$ cat src/rtl/owseq_pkg.sv
package owseq_pkg;
  localparam int ADDR_W = 16;
  localparam int BYTE_W = 8;
  localparam int CRC_W  = 16;
  localparam int REC_W  = ADDR_W + CRC_W + BYTE_W + 1;

  typedef enum logic [1:0] {
    ENG_RESET = 2'd0,
    ENG_WRITE = 2'd1,
    ENG_READ  = 2'd2
  } eng_op_e;

  typedef enum logic [3:0] {
    ST_IDLE,
    ST_RST_OPEN,
    ST_SKIP,
    ST_CMD,
    ST_ADR_LO,
    ST_ADR_HI,
    ST_GET_DATA,
    ST_PUT_DATA,
    ST_CRC_LO,
    ST_CRC_HI,
    ST_ECHO,
    ST_PUSH,
    ST_RST_CLOSE,
    ST_FIN
  } step_e;

  typedef struct packed {
    logic [ADDR_W-1:0] addr;
    logic [CRC_W-1:0]  crc;
    logic [BYTE_W-1:0] echo;
    logic              bad;
  } rb_rec_t;
endpackage

$ cat src/rtl/owseq_ctrl.sv
module owseq_ctrl
  import owseq_pkg::*;
(
  input  logic  clk,
  input  logic  rst_n,
  input  logic  start,
  input  logic  eng_ack,
  input  logic  eng_presence,
  input  logic  din_valid,
  input  logic  rb_ready,
  input  logic  cnt_zero,
  input  logic  cnt_last,
  input  logic  echo_bad,
  output step_e step,
  output logic  accept,
  output logic  take_data,
  output logic  advance,
  output logic  busy,
  output logic  done,
  output logic  din_ready,
  output logic  rb_valid,
  output logic  error,
  output logic  err_nopres
);
  step_e st_q, st_d;
  logic  err_q, nopres_q;
  logic  rst_step, pres_fail, echo_fail;

  assign step      = st_q;
  assign accept    = (st_q == ST_IDLE) && start;
  assign din_ready = (st_q == ST_GET_DATA);
  assign rb_valid  = (st_q == ST_PUSH);
  assign take_data = din_ready && din_valid;
  assign advance   = rb_valid && rb_ready;
  assign busy      = (st_q != ST_IDLE);
  assign done      = (st_q == ST_FIN);

  assign rst_step  = (st_q == ST_RST_OPEN) || (st_q == ST_RST_CLOSE);
  assign pres_fail = rst_step && eng_ack && !eng_presence;
  assign echo_fail = (st_q == ST_ECHO) && eng_ack && echo_bad;

  always_comb begin
    st_d = st_q;
    unique case (st_q)
      ST_IDLE:      if (start) st_d = ST_RST_OPEN;
      ST_RST_OPEN:  if (eng_ack) st_d = eng_presence ? ST_SKIP : ST_FIN;
      ST_SKIP:      if (eng_ack) st_d = ST_CMD;
      ST_CMD:       if (eng_ack) st_d = ST_ADR_LO;
      ST_ADR_LO:    if (eng_ack) st_d = ST_ADR_HI;
      ST_ADR_HI:    if (eng_ack) st_d = cnt_zero ? ST_RST_CLOSE : ST_GET_DATA;
      ST_GET_DATA:  if (din_valid) st_d = ST_PUT_DATA;
      ST_PUT_DATA:  if (eng_ack) st_d = ST_CRC_LO;
      ST_CRC_LO:    if (eng_ack) st_d = ST_CRC_HI;
      ST_CRC_HI:    if (eng_ack) st_d = ST_ECHO;
      ST_ECHO:      if (eng_ack) st_d = ST_PUSH;
      ST_PUSH:      if (rb_ready) st_d = cnt_last ? ST_RST_CLOSE : ST_GET_DATA;
      ST_RST_CLOSE: if (eng_ack) st_d = ST_FIN;
      ST_FIN:       st_d = ST_IDLE;
      default:      st_d = ST_IDLE;
    endcase
  end

  always_ff @(posedge clk or negedge rst_n) begin
    if (!rst_n) begin
      st_q     <= ST_IDLE;
      err_q    <= 1'b0;
      nopres_q <= 1'b0;
    end else begin
      st_q <= st_d;
      if (accept) begin
        err_q    <= 1'b0;
        nopres_q <= 1'b0;
      end else begin
        if (pres_fail) begin
          err_q    <= 1'b1;
          nopres_q <= 1'b1;
        end
        if (echo_fail) err_q <= 1'b1;
      end
    end
  end

  assign error      = err_q;
  assign err_nopres = nopres_q;
endmodule

$ cat src/rtl/owseq_cursor.sv
module owseq_cursor
  import owseq_pkg::*;
#(
  parameter int CNT_W = 8
) (
  input  logic              clk,
  input  logic              rst_n,
  input  logic              load,
  input  logic [ADDR_W-1:0] load_addr,
  input  logic [CNT_W-1:0]  load_count,
  input  logic              advance,
  output logic [ADDR_W-1:0] addr,
  output logic              zero,
  output logic              last
);
  localparam logic [CNT_W-1:0] ONE = CNT_W'(1);

  logic [ADDR_W-1:0] addr_q;
  logic [CNT_W-1:0]  left_q;

  always_ff @(posedge clk or negedge rst_n) begin
    if (!rst_n) begin
      addr_q <= '0;
      left_q <= '0;
    end else if (load) begin
      addr_q <= load_addr;
      left_q <= load_count;
    end else if (advance) begin
      addr_q <= addr_q + ADDR_W'(1);
      left_q <= left_q - ONE;
    end
  end

  assign addr = addr_q;
  assign zero = (left_q == '0);
  assign last = (left_q == ONE);
endmodule

$ cat src/rtl/owseq_op_sel.sv
module owseq_op_sel
  import owseq_pkg::*;
#(
  parameter logic [BYTE_W-1:0] SKIP_CODE  = 8'hCC,
  parameter logic [BYTE_W-1:0] WRITE_CODE = 8'h55
) (
  input  step_e             step,
  input  logic [ADDR_W-1:0] addr,
  input  logic [BYTE_W-1:0] wbyte,
  output logic              req,
  output eng_op_e           op,
  output logic [BYTE_W-1:0] wdata
);
  always_comb begin
    req   = 1'b1;
    op    = ENG_WRITE;
    wdata = '0;
    unique case (step)
      ST_RST_OPEN, ST_RST_CLOSE: op = ENG_RESET;
      ST_SKIP:     wdata = SKIP_CODE;
      ST_CMD:      wdata = WRITE_CODE;
      ST_ADR_LO:   wdata = addr[BYTE_W-1:0];
      ST_ADR_HI:   wdata = addr[ADDR_W-1:BYTE_W];
      ST_PUT_DATA: wdata = wbyte;
      ST_CRC_LO, ST_CRC_HI, ST_ECHO: op = ENG_READ;
      default: begin
        req = 1'b0;
        op  = ENG_RESET;
      end
    endcase
  end
endmodule

$ cat src/rtl/owseq_rb_cap.sv
module owseq_rb_cap
  import owseq_pkg::*;
(
  input  logic              clk,
  input  logic              rst_n,
  input  step_e             step,
  input  logic              take_data,
  input  logic [BYTE_W-1:0] din_data,
  input  logic              eng_ack,
  input  logic [BYTE_W-1:0] eng_rdata,
  input  logic [ADDR_W-1:0] addr,
  output logic [BYTE_W-1:0] wbyte,
  output logic              echo_bad,
  output rb_rec_t           rec
);
  logic [BYTE_W-1:0] wbyte_q;
  logic [BYTE_W-1:0] crc_lo_q;
  rb_rec_t           rec_q;

  assign echo_bad = (eng_rdata != wbyte_q);

  always_ff @(posedge clk or negedge rst_n) begin
    if (!rst_n) begin
      wbyte_q  <= '0;
      crc_lo_q <= '0;
      rec_q    <= '0;
    end else begin
      if (take_data) wbyte_q <= din_data;
      if (eng_ack) begin
        unique case (step)
          ST_CRC_LO: crc_lo_q <= eng_rdata;
          ST_CRC_HI: rec_q.crc <= {eng_rdata, crc_lo_q};
          ST_ECHO: begin
            rec_q.addr <= addr;
            rec_q.echo <= eng_rdata;
            rec_q.bad  <= echo_bad;
          end
          default: ;
        endcase
      end
    end
  end

  assign wbyte = wbyte_q;
  assign rec   = rec_q;
endmodule

$ cat src/rtl/owseq_write_txn.sv
module owseq_write_txn
  import owseq_pkg::*;
#(
  parameter int                CNT_W      = 8,
  parameter logic [BYTE_W-1:0] SKIP_CODE  = 8'hCC,
  parameter logic [BYTE_W-1:0] WRITE_CODE = 8'h55
) (
  input  logic                clk,
  input  logic                rst_n,
  input  logic                start,
  input  logic [ADDR_W-1:0]   start_addr,
  input  logic [CNT_W-1:0]    byte_count,
  output logic                busy,
  output logic                done,
  output logic                error,
  output logic                err_nopres,
  input  logic                din_valid,
  output logic                din_ready,
  input  logic [BYTE_W-1:0]   din_data,
  output logic                rb_valid,
  input  logic                rb_ready,
  output logic [REC_W-1:0]    rb_data,
  output logic                eng_req,
  output logic [1:0]          eng_op,
  output logic [BYTE_W-1:0]   eng_wdata,
  input  logic                eng_ack,
  input  logic [BYTE_W-1:0]   eng_rdata,
  input  logic                eng_presence
);
  step_e             step;
  logic              accept, take_data, advance;
  logic              cnt_zero, cnt_last, echo_bad;
  logic [ADDR_W-1:0] cur_addr;
  logic [BYTE_W-1:0] wbyte;
  eng_op_e           op;
  rb_rec_t           rec;

  owseq_ctrl u_ctrl (
    .clk          (clk),
    .rst_n        (rst_n),
    .start        (start),
    .eng_ack      (eng_ack),
    .eng_presence (eng_presence),
    .din_valid    (din_valid),
    .rb_ready     (rb_ready),
    .cnt_zero     (cnt_zero),
    .cnt_last     (cnt_last),
    .echo_bad     (echo_bad),
    .step         (step),
    .accept       (accept),
    .take_data    (take_data),
    .advance      (advance),
    .busy         (busy),
    .done         (done),
    .din_ready    (din_ready),
    .rb_valid     (rb_valid),
    .error        (error),
    .err_nopres   (err_nopres)
  );

  owseq_cursor #(.CNT_W(CNT_W)) u_cursor (
    .clk        (clk),
    .rst_n      (rst_n),
    .load       (accept),
    .load_addr  (start_addr),
    .load_count (byte_count),
    .advance    (advance),
    .addr       (cur_addr),
    .zero       (cnt_zero),
    .last       (cnt_last)
  );

  owseq_op_sel #(.SKIP_CODE(SKIP_CODE), .WRITE_CODE(WRITE_CODE)) u_op_sel (
    .step  (step),
    .addr  (cur_addr),
    .wbyte (wbyte),
    .req   (eng_req),
    .op    (op),
    .wdata (eng_wdata)
  );

  owseq_rb_cap u_rb_cap (
    .clk       (clk),
    .rst_n     (rst_n),
    .step      (step),
    .take_data (take_data),
    .din_data  (din_data),
    .eng_ack   (eng_ack),
    .eng_rdata (eng_rdata),
    .addr      (cur_addr),
    .wbyte     (wbyte),
    .echo_bad  (echo_bad),
    .rec       (rec)
  );

  assign eng_op  = op;
  assign rb_data = rec;
endmodule

$ cat config.mk
export PLATFORM = sky130hd
export DESIGN_NAME = owseq_write_txn
export DESIGN_NICKNAME = d
export VERILOG_FILES = /design/src/rtl/owseq_pkg.sv /design/src/rtl/owseq_ctrl.sv /design/src/rtl/owseq_cursor.sv /design/src/rtl/owseq_op_sel.sv /design/src/rtl/owseq_rb_cap.sv /design/src/rtl/owseq_write_txn.sv
export SDC_FILE = /design/constraint.sdc
export NUM_CORES = 1
export LEC_CHECK = 0
export ABC_AREA = 1
export BUFFER_PORTS_ARGS = -buffer_cell sky130_fd_sc_hd__buf_2
export CAP_MARGIN = 10
export CORE_MARGIN = 5
export CORE_UTILIZATION = 40
export CTS_CLUSTER_SIZE = 28
export DETAILED_ROUTE_END_ITERATION = 10
export GPL_TIMING_DRIVEN = 0
export REMOVE_ABC_BUFFERS = 1
export SETUP_SLACK_MARGIN = 0.15
export SLEW_MARGIN = 10
export SYNTH_ARGS = -nofsm -noshare
export SYNTH_HDL_FRONTEND = slang
export SYNTH_HIERARCHICAL = 1
export SYNTH_SLANG_ARGS = --single-unit
$ cat constraint.sdc
create_clock -name clk -period 5.9 [get_ports clk]
set_clock_uncertainty 0.1 [all_clocks]
set_input_delay 0.885 -clock clk [delete_from_list [all_inputs] [get_ports clk]]
set_output_delay 0.885 -clock clk [all_outputs]
set_load 0.01 [all_outputs]
==> metrics.md <==
| Metric | Value |
|---|---|
| Reg power frac | 38.5% |
| Via-to-Cell Ratio | 5.01 |
| Global Route met3 Usage | 3.68% |
| Clock transition at path regs | 60 ps |
| Post-detailed-routing wire length | 12.5 mm |
| Number of fill cells in the layout | 1212 |
| Fmax | 344 MHz |
| Share of total power in combinational logic | 41.2% |
| Outcome | finished, final reports clean |
| Number of global-route vias before repair | 4222 |
| Ratio of cells with drive above 1 in the final layout | 23.4% |
| Die X-Extent | 120 µm |
| Router iterations before antenna repair | 5 |
| Worst hold margin | 368 ps |
| DRT antenna net count | 0 |
| Worst min-delay path class | in -> async |
| Net count reported at finish | 778 |
| Hold violation count in the final report | 0 |
| Net switching power figure | 1.25 mW |
| Last weighted congestion value of the routability-driven placer | 0.838 |
| Site Rows | 40 |
| Slowest CP cell | sky130_fd_sc_hd__dfrtp_1 |
| Violation count after the first detailed-routing iteration | 159 |
| Worst EP required | 4910 ps |
| Max stage delay on crit path | 620 ps |
| Sequential cell area in the final layout | 2180 µm² |
| Starting density of the core | 40.6% |
| Met2 track demand over resource | 28.2% |
| Placed wire-length estimate after detailed placement | 9.21 mm |
| Final-report setup violation count | 0 |
| Synth warnings | 6 |
| TNS Setup | 0 ps |
| Launching element of the worst setup path | u_ctrl/step[0] |
| Placeable Area | 11900 µm² |
| Per-cell routed wire length | 14.2 µm |
| Final routed DRC violation total | 0 |
| Most congested layer reported by global routing | met2 |
| Largest fanout on the critical path | 15 |
| # port buffers | 104 |
| Setup repair bufs after CTS | 0 |
| Post-cts resize count | 0 |
| Pleak | 3.08 nW |
| Max IR drop VDD | 0.182 mV |
| Most common cell after layout, fill and taps aside | sky130_fd_sc_hd__nand2_1 |
| Maximum number of pins on one net before global-route repair | 60 |
| Dominant delay contributor by cell family on the critical path | simple AND/OR/NAND/NOR gates |
| Total GRT Usage | 17.7% |
| Worst Slack Setup Final | 2990 ps |
| TritonCTS Sinks | 87 |
| Count of flip-flops with a built-in enable after synthesis | 0 |
| Worst max-slew margin expressed relative to the limit | 47.4% |
| Async set-or-reset flop fraction in the synthesized netlist | 100% |
| Worst setup slack before clock tree synthesis | 3290 ps |
| GRT Residual Overflow | 0 |
| Antenna violations before repair | 0 |
| Part of the Yosys area used for sequential elements | 45.1% |
| I/O pin count | 105 |
| CTS H-tree lvls | 3 |
| Maximum root-to-sink buffer count | 2 |
| Internal cell power | 1.69 mW |
| Primary flip-flop cell chosen by synthesis mapping | sky130_fd_sc_hd__dfrtp_1 |
| Final worst path period share | 49.3% |
| Total of flip-flops plus latches after synthesis | 87 |
| RSZ-0062 raised after global routing | false |
| Most used cell along the critical path | sky130_fd_sc_hd__nor2_2 |
| Worst r2r src | u_ctrl/step[0] |
| Fin crit period | 2910 ps |
| Layout overhead on the synthesized area | 19.1% |
| Area of the multi-input gates | 2260 µm² |
| Routed via count | 4395 |
| Startpoint types | flop |
| Switching Fraction | 42.5% |
| TritonCTS Buffers | 9 |
| Cell area after technology mapping | 4830 µm² |
| Root cell of the clock tree | sky130_fd_sc_hd__clkbuf_16 |
| Die Outline Area | 14400 µm² |
| Critical path class | reg -> out |
| Met1 usage | 23.6% |
| Series of cell instances along the critical path | nor2_2 > inv_1 > nor2_2 > nand2_1 > nand3_1 > buf_2 |
| Count of antenna diodes in the layout | 0 |
| Areal power density over the cells | 511 nW/µm² |
| Portion of total power attributed to the clock network | 20.2% |
| Clock latency on the worst-skew pair | 340 ps |
| Syn Area/Cell | 7.72 µm² |
| Slew at the pin with the worst max-slew slack | 786 ps |
| Number of library cell types mapped by synthesis | 35 |
| Final-report max-slew violation count | 0 |
| Arrival time at the worst endpoint | 1930 ps |
| Post-CTS Hold Buffers | 0 |
| Critical path buffers and inverters | 2 |
| Clock tree from TritonCTS | done |
| Number of maximum-capacitance constraint violations | 0 |
| Die boundary height | 120 µm |
| Wire length of the first global-routing pass | 20.5 mm |
| Mapped Cells | 626 |
| Kind of end point of the critical path | output pin |
| Most used cells in the layout excluding fill and tap cells | sky130_fd_sc_hd__nand2_1, sky130_fd_sc_hd__buf_2, sky130_fd_sc_hd__dfrtp_1, sky130_fd_sc_hd__inv_1, sky130_fd_sc_hd__nand3_1 |
worst register-to-register path, delay by kind of cell (launching register included):
| family | cells | cell delay (ps) |
|---|---|---|
| AOI/OAI and AO/OA | 2 | 290 |
| buffers and inverters | 3 | 500 |
| DFF | 1 | 620 |
| and+or+nand+nor | 4 | 1020 |
final timing paths:
path	endpoint	slack [ps]	cells after the start
max	eng_wdata[4]	2990	6
min	u_rb_cap/rec[8]	370	1
max reg2reg	u_cursor/addr[3]	3260	9
min reg2reg	u_rb_cap/rec[13]	370	2
max in group asynchronous	u_ctrl/error	4700	2
min in group clk	u_rb_cap/rec[13]	370	2
routing by layer:
metal	vias to the layer above	share of wire (%)
li1	2208	-
met1	2017	47
met2	145	45
met3	25	5.9
met4	0	2.4
met5	-	0
state kept, by name (all words and copies together) (netlist names):
| signal | count |
|---|---|
| u_rb_cap/wbyte | 8 |
| u_ctrl/step | 4 |
| u_rb_cap/rec | 41 |
| u_ctrl/error | 1 |
| u_ctrl/err_nopres | 1 |
| u_cursor/left_q | 8 |
| u_cursor/addr | 16 |
| u_rb_cap/crc_lo_q | 8 |
area by class of cell:
cell class,instances,share of cell area (%)
multi-input cells,452,39.3
flip-flops and latches,87,37.8
repair buffers,106,9.83
inverters,71,4.65
clock buffers,9,3.91
well taps,147,3.20
clock inverters,5,1.30
cells in the mapped netlist (all sizes together), types with 3 or more instances:
master	instances	area [µm²]
nand2	231	900
dfrtp	87	2180
inv	70	263
nor2	59	303
nand3	55	323
o21ai	40	204
a21oi	13	80.1
a22oi	13	97.6
buf	12	105
xnor2	9	78.8
o211ai	8	60.1
mux2	5	56.3
nand4	5	31.3
clkbuf	4	25.0
ha	4	50.1
xor2	4	35.0
nor3	3	15.0
kinds of logic after synthesis:
kind of cell / count (synthesis) / synth area share [%]
AO/OA/AOI/OAI: 76 / 9.45
XOR/XNOR: 13 / 2.36
multiplexers: 5 / 1.17
AND/OR/NAND/NOR: 354 / 32.7
adder cells (fa/ha/maj): 4 / 1.04
buffers and inverters: 87 / 8.24
flip-flops: 87 / 45.1
power by group through the flow:
| stage | combinational, mW | clock [mW] | sequential, mW |
|---|---|---|---|
| 4_1_cts | 1.22 | 0.608 | 1.14 |
| 3_5_place_dp | 1.21 | 0 | 1.14 |
| 6_report | 1.21 | 0.595 | 1.13 |
| 5_1_grt | 1.37 | 0.632 | 1.18 |
| 2_1_floorplan | 0.782 | 0 | 1.13 |
| 3_3_place_gp | 1.19 | 0 | 1.13 |
metrics by stage:
step           instances  area [µm²]  util, %  power [mW]
4_1_cts              877        5750     48.3        2.96
3_3_place_gp         861        5410     45.4        2.33
3_5_place_dp         863        5450     45.8        2.36
5_1_grt              877        5750     48.3        3.18
6_report             877        5750     48.3        2.94
2_1_floorplan        610        4700        -        1.91
No activity file was read; power rests on OpenSTA's default activity.
